===== config.mk =====
export PLATFORM = sky130hd
export DESIGN_NAME = bus_seq
export DESIGN_NICKNAME = d
export VERILOG_FILES = /design/src/rtl/bus_seq_pkg.sv /design/src/rtl/bus_seq_reqlat.sv /design/src/rtl/bus_seq_beat.sv /design/src/rtl/bus_seq_rdcap.sv /design/src/rtl/bus_seq.sv
export SDC_FILE = /design/constraint.sdc
export NUM_CORES = 1
export LEC_CHECK = 0
export ABC_CLOCK_PERIOD_IN_PS = 2100
export CAP_MARGIN = 20
export CORE_MARGIN = 2
export CORE_UTILIZATION = 44
export CTS_BUF_LIST = sky130_fd_sc_hd__clkbuf_8
export DETAILED_ROUTE_END_ITERATION = 16
export PLACE_DENSITY_LB_ADDON = 0.2
export SYNTH_ARGS = -nofsm -noshare
export SYNTH_HDL_FRONTEND = slang
export SYNTH_HIERARCHICAL = 1
export SYNTH_SLANG_ARGS = --single-unit

===== constraint.sdc =====
create_clock -name clk -period 2.1 [get_ports clk]
set_input_delay 0.63 -clock clk [delete_from_list [all_inputs] [get_ports clk]]
set_output_delay 0.63 -clock clk [all_outputs]
set_load 0.1 [all_outputs]

===== src/rtl/bus_seq_pkg.sv =====
package bus_seq_pkg;
  typedef enum logic [2:0] {
    ST_IDLE  = 3'd0,
    ST_ADDR  = 3'd1,
    ST_DATA  = 3'd2,
    ST_RECOV = 3'd3,
    ST_HOLD  = 3'd4
  } bus_st_e;
endpackage


===== src/rtl/bus_seq_reqlat.sv =====
module bus_seq_reqlat #(
  parameter int AW   = 32,
  parameter int DW   = 32,
  parameter int MAXB = 4,
  localparam int LW  = $clog2(MAXB)
) (
  input  logic              clk,
  input  logic              rst_n,
  input  logic              take,
  input  logic              req_write,
  input  logic [LW-1:0]     req_len,
  input  logic              req_atomic,
  input  logic [AW-1:0]     req_addr,
  input  logic [MAXB*DW-1:0] req_wdata,
  input  logic              phase_adv,
  input  logic              done,
  output logic              pending,
  output logic              phase,
  output logic              lat_write,
  output logic [LW-1:0]     lat_len,
  output logic              lat_atomic,
  output logic [AW-1:0]     lat_addr,
  output logic [MAXB*DW-1:0] lat_wdata
);
  always_ff @(posedge clk or negedge rst_n) begin
    if (!rst_n) begin
      pending    <= 1'b0;
      phase      <= 1'b0;
      lat_write  <= 1'b0;
      lat_len    <= '0;
      lat_atomic <= 1'b0;
      lat_addr   <= '0;
      lat_wdata  <= '0;
    end else begin
      if (take) begin
        pending    <= 1'b1;
        phase      <= 1'b0;
        lat_write  <= req_write;
        lat_len    <= req_len;
        lat_atomic <= req_atomic;
        lat_addr   <= req_addr;
        lat_wdata  <= req_wdata;
      end else begin
        if (done)      pending <= 1'b0;
        if (phase_adv) phase   <= 1'b1;
      end
    end
  end
endmodule


===== src/rtl/bus_seq_beat.sv =====
module bus_seq_beat #(
  parameter int MAXB = 4,
  localparam int LW  = $clog2(MAXB)
) (
  input  logic          clk,
  input  logic          rst_n,
  input  logic          clr,
  input  logic          adv,
  input  logic [LW-1:0] last_idx,
  output logic [LW-1:0] beat,
  output logic          is_last
);
  logic [LW-1:0] beat_d;

  always_comb begin
    beat_d = beat;
    if (clr)
      beat_d = '0;
    else if (adv && !is_last)
      beat_d = beat + 1'b1;
  end

  always_ff @(posedge clk or negedge rst_n) begin
    if (!rst_n) beat <= '0;
    else        beat <= beat_d;
  end

  assign is_last = (beat == last_idx);
endmodule


===== src/rtl/bus_seq_rdcap.sv =====
module bus_seq_rdcap #(
  parameter int DW = 32
) (
  input  logic          clk,
  input  logic          rst_n,
  input  logic          cap_en,
  input  logic [DW-1:0] din,
  output logic [DW-1:0] rd_data,
  output logic          rd_valid
);
  always_ff @(posedge clk or negedge rst_n) begin
    if (!rst_n) begin
      rd_data  <= '0;
      rd_valid <= 1'b0;
    end else begin
      rd_valid <= cap_en;
      if (cap_en) rd_data <= din;
    end
  end
endmodule


===== src/rtl/bus_seq.sv =====
module bus_seq
  import bus_seq_pkg::*;
#(
  parameter int AW   = 32,
  parameter int DW   = 32,
  parameter int MAXB = 4,
  localparam int LW  = $clog2(MAXB)
) (
  input  logic               clk,
  input  logic               rst_n,
  input  logic               req_start,
  input  logic               req_write,
  input  logic [LW-1:0]      req_len,
  input  logic               req_atomic,
  input  logic [AW-1:0]      req_addr,
  input  logic [MAXB*DW-1:0] req_wdata,
  output logic               req_ready,
  output logic               busy,
  output logic [DW-1:0]      rd_data,
  output logic               rd_valid,
  input  logic [DW-1:0]      ad_in,
  output logic [DW-1:0]      ad_out,
  output logic               ad_oe,
  output logic               addr_strb,
  output logic               den_n,
  output logic               blast_n,
  output logic               lock_n,
  output logic               dtr,
  output logic               ctl_oe,
  input  logic               rdy_n,
  input  logic               hold,
  output logic               holda
);
  bus_st_e st_q, st_d;
  logic    lock_q, lock_d;
  logic    pending, phase, lat_write, lat_atomic;
  logic [LW-1:0]      lat_len, beat;
  logic [AW-1:0]      lat_addr;
  logic [MAXB*DW-1:0] lat_wdata;
  logic    is_last, take, xfer, rec_end, first_half, done, phase_adv;
  logic    atom_in, start_addr;

  assign take       = req_start && !pending;
  assign xfer       = (st_q == ST_DATA) && !rdy_n;
  assign rec_end    = (st_q == ST_RECOV) && rdy_n;
  assign first_half = lat_atomic && !phase;
  assign done       = rec_end && !first_half;
  assign phase_adv  = rec_end && first_half;
  assign atom_in    = pending ? lat_atomic : req_atomic;

  bus_seq_reqlat #(.AW(AW), .DW(DW), .MAXB(MAXB)) u_req (
    .clk(clk), .rst_n(rst_n), .take(take),
    .req_write(req_write), .req_len(req_len), .req_atomic(req_atomic),
    .req_addr(req_addr), .req_wdata(req_wdata),
    .phase_adv(phase_adv), .done(done),
    .pending(pending), .phase(phase), .lat_write(lat_write),
    .lat_len(lat_len), .lat_atomic(lat_atomic), .lat_addr(lat_addr),
    .lat_wdata(lat_wdata)
  );

  bus_seq_beat #(.MAXB(MAXB)) u_beat (
    .clk(clk), .rst_n(rst_n), .clr(st_q == ST_ADDR), .adv(xfer),
    .last_idx(lat_len), .beat(beat), .is_last(is_last)
  );

  // effective direction: the atomic pair reads first, then writes
  assign dtr = lat_atomic ? phase : lat_write;

  bus_seq_rdcap #(.DW(DW)) u_rd (
    .clk(clk), .rst_n(rst_n), .cap_en(xfer && !dtr), .din(ad_in),
    .rd_data(rd_data), .rd_valid(rd_valid)
  );

  // next-state logic
  always_comb begin
    st_d = st_q;
    unique case (st_q)
      ST_IDLE: begin
        if (hold && !lock_q)           st_d = ST_HOLD;
        else if (pending || take)      st_d = ST_ADDR;
      end
      ST_ADDR:                         st_d = ST_DATA;
      ST_DATA:  if (xfer && is_last)   st_d = ST_RECOV;
      ST_RECOV: begin
        if (rdy_n) begin
          if (first_half)              st_d = ST_ADDR;
          else if (hold && !lock_q)    st_d = ST_HOLD;
          else                         st_d = ST_IDLE;
        end
      end
      ST_HOLD: begin
        if (!hold)                     st_d = (pending || take) ? ST_ADDR : ST_IDLE;
      end
      default:                         st_d = ST_IDLE;
    endcase
  end

  assign start_addr = (st_q == ST_IDLE || st_q == ST_HOLD) && (st_d == ST_ADDR);

  always_comb begin
    lock_d = lock_q;
    if (start_addr && atom_in)
      lock_d = 1'b1;
    else if (xfer && is_last && lat_atomic && phase)
      lock_d = 1'b0;
  end

  always_ff @(posedge clk or negedge rst_n) begin
    if (!rst_n) begin
      st_q   <= ST_IDLE;
      lock_q <= 1'b0;
    end else begin
      st_q   <= st_d;
      lock_q <= lock_d;
    end
  end

  assign req_ready = !pending;
  assign busy      = pending;
  assign holda     = (st_q == ST_HOLD);
  assign ctl_oe    = !holda;
  assign addr_strb = (st_q == ST_ADDR);
  assign den_n     = !(st_q == ST_DATA);
  assign blast_n   = !((st_q == ST_DATA) && is_last);
  assign lock_n    = !lock_q;
  assign ad_oe     = addr_strb || ((st_q == ST_DATA) && dtr);
  assign ad_out    = addr_strb ? DW'(lat_addr) : lat_wdata[beat*DW +: DW];
endmodule


==> metrics.md <==
| Metric | Value |
|---|---|
| Placer congestion estimate | `roughly 0.8` |
| Per-cell routed wire length | `around 20 µm` |
| Slew Limit Fails | `0` |
| Clk buf depth | `3` |
| Synthesis Warnings | `6` |
| Main combinational cell family by area after synthesis | `multiplexers` |
| CP arrival | `approximately 2.2 ns` |
| Synth Area in XOR/XNOR | `0.1906%` |
| Post-synthesis register bit count | `~200` |
| All-layer global routing usage | `20.90%` |
| CTS clk-pin slew, worst paths | `around 0.06 ns` |
| Violated checks | `negative setup slack` |
| Post-route antenna net violation count | `0` |
| H-tree Lvls | `2` |
| Worst min path class | `in2async` |
| Status | `finished, violations left` |
| Post-synth EDFFs | `0` |
| Period utilization | `132.8%` |
| RR Startpoint | `st_q[2]$_DFF_PN0_` |
| Vias/cell | `5.073` |
| Critical path class | `reg2out` |
| Port-buffer cells | `275` |
| Later-pin clock latency in the skew report | `0.51 ns` |
| Clock tree root driver cell | `clkbuf_8` |
| Final WS setup | `-0.6896 ns` |
| Multiplexer share of the synthesized area | `between 30 and 40%` |
| First-pass GRT wire length | `around 36,000 µm` |
| Synth top area cells | `dfrtp_1, mux2_2, mux4_2, mux2_4, buf_6` |
| Post-Syn Area | `slightly above 0.009 mm²` |
| MaxCap Viol Count | `0` |
| Avg Inst Size Synth | `approximately 17 µm²` |
| Pre-antenna DRT Iters | `4` |
| Drt total wl | `22,900 µm` |
| Full die area | `between 0.02 and 0.025 mm²` |
| Launch point of the worst path | `u_beat/beat[0]$_DFFE_PN0P_` |
| Finish-stage setup viols | `38` |
| Unrepaired setup endpoints after global routing | `yes` |
| Initial Utilization | `between 40% and 50%` |
| Share of cells above drive strength 1 | `between 40 and 50%` |
| Most used flip-flop cell after synthesis | `dfrtp_1` |
| Min Tclk post-route | `roughly 2.8 ns` |
| Endpoints failing hold | `0` |
| Yosys top cell by area | `dfrtp_1` |
| Compound-Gate Fraction of Synth Area | `less than 1%` |
| Placed Area | `between 0.01 and 0.015 mm²` |
| Via count | `around 5.9k` |
| Worst path required time | `1.47 ns` |
| Final instance area | `~0.014 mm²` |
| Count leader, synth | `dfrtp_1` |
| Die H | `between 100 and 150 µm` |
| Top post-synthesis cells by count | `dfrtp_1, mux2_2, mux4_2` |
| Share of the synthesized area in the top cell type | `a little under three fifths` |
| Asr flop ratio synth | `100.0%` |
| Startpoint Class | `flip-flop` |
| Core box area | `0.02036 mm²` |
| Grt ovf | `0` |
| Worst Tran Pin Value | `0.4400 ns` |
| Largest net degree at the start of global routing | `50` |
| Hold_buf cts | `0` |
| Simple-Gate Fraction of Synth Area | `under 10%` |
| Top Ports | `approximately 280` |
| Rel. slew slack | `70.67%` |
| Seq/Total Area, Yosys | `between 50% and 60%` |
| Row Count | `52` |
| Cells after Synth | `around 550` |
| Synth unique cells | `34` |
| Setup crit end kind | `primary output` |
| CTS tree | `yes` |
| # clock sinks | `slightly above 200` |
| Area added between synthesis and finish | `54.72%` |
| CTS Buf Count | `37` |
| Max frequency | `approximately 360 MHz` |
| Setup Skew | `between 0.01 and 0.015 ns` |
| Vias in the first global route | `about 6.7k` |
| Initial DRC count | `146` |
| Synth Area in Adders | `0%` |
| Initial antenna violation count | `0` |
| ANT cells | `0` |
| Post-DP HPWL | `roughly 16,000 µm` |
| Maximum fanout along the worst path | `11` |
| Die boundary width | `148.5 µm` |
| Final nets | `approximately 1.1k` |
| Synthesized Nets | `approximately 750` |
| Post-layout util | `a little over two thirds` |
| Post-route DRC | `0` |
[registers in the layout, summed over array words and instances, names as in the netlist, 2 cells and up]
register         cells
st_q                 3
u_beat/beat          2
u_rd/rd_data        32
u_req/lat_addr      32
u_req/lat_len        2
u_req/lat_wdata    128
[worst max-delay path, cell delays in order (launching register included)]
cell,delay [ns]
dfrtp_2,0.38
buf_12,0.12
buf_12,0.16
mux4_2,0.51
mux2_4,0.30
buf_12,0.17
[cell usage in the layout (no fill, tap or decap), types with 2 or more instances in the layout]
master	count
nor2_1	5
clkbuf_8	46
clkdlybuf4s50_1	199
buf_4	18
inv_1	19
nand3_1	2
mux2_2	166
dfrtp_2	4
buf_12	95
nand2b_1	4
a41oi_1	2
clkinv_2	3
mux2_4	64
mux4_2	32
buf_6	4
nor2b_1	4
clkinvlp_4	2
dfrtp_1	201
nor3_1	2
[per-stage QoR]
step | hold WS [ns] | std cells | TNS (ns) | worst slack [ns]
2_1_floorplan | 0.3344 | 547 | -5.195 | -0.1884
3_3_place_gp | 0.4840 | 1091 | -11.06 | -0.1651
3_5_place_dp | 0.4914 | 1091 | -12.68 | -0.1991
4_1_cts | 0.05032 | 1163 | -24.92 | -0.7515
5_1_grt | 0.06358 | 1167 | -26.47 | -0.7903
6_report | 0.08095 | 1167 | -22.91 | -0.6896
[routing by layer]
| layer | track usage, % | share of wire, % |
|---|---|---|
| met1 | 24.83 | 39 |
| met2 | 35.42 | 50 |
| met3 | 7.761 | 9.1 |
| met4 | 6.667 | 2.3 |
| met5 | 0 | 0 |
[path summary, 6_finish.rpt]
path / cells after the start / slack (ns) / endpoint
min in group clk: 1 / 0.50 / u_req/lat_wdata[42]$_DFFE_PN0P_
max in group asynchronous: 2 / 1.39 / u_req/lat_addr[10]$_DFFE_PN0P_
hold reg to reg: 1 / 0.50 / u_req/lat_wdata[42]$_DFFE_PN0P_
setup reg to reg: 7 / 0.04 / u_rd/rd_data[29]$_DFFE_PN0P_
setup / recovery: 5 / -0.69 / ad_out[23]
hold / removal: 1 / 0.08 / u_beat/beat[0]$_DFFE_PN0P_
[cell families (layout without fill, tap and decap cells)]
family	count (synthesis)	after routing
flops	205	205
xor+xnor	2	2
compound gates	11	11
mux	263	263
buf+inv	38	388
simple gates	28	28
[repair_timing]
action / 4_1_cts / 5_1_grt
setup buffers: 7 / 5
resized for setup: 12 / 3
pin swaps: 2 / 4
endpoints found under the setup margin: 39 / 51
cloned: 1 / 1
[cell type report]
| class | instances | area (µm²) |
|---|---|---|
| Tap cell | 270 | 337.8 |
| Timing Repair Buffer | 319 | 4140 |
| Multi-Input combinational cell | 304 | 3889 |
| Fill cell | 1364 | 6142 |
| Clock inverter | 19 | 78.83 |
| Inverter | 5 | 22.52 |
| Clock buffer | 45 | 619.3 |
| Sequential cell | 205 | 5135 |
Power is left out: the tool's default activity adds up to more than one toggle a clock period on the data nets, which glitch-free logic cannot reach.
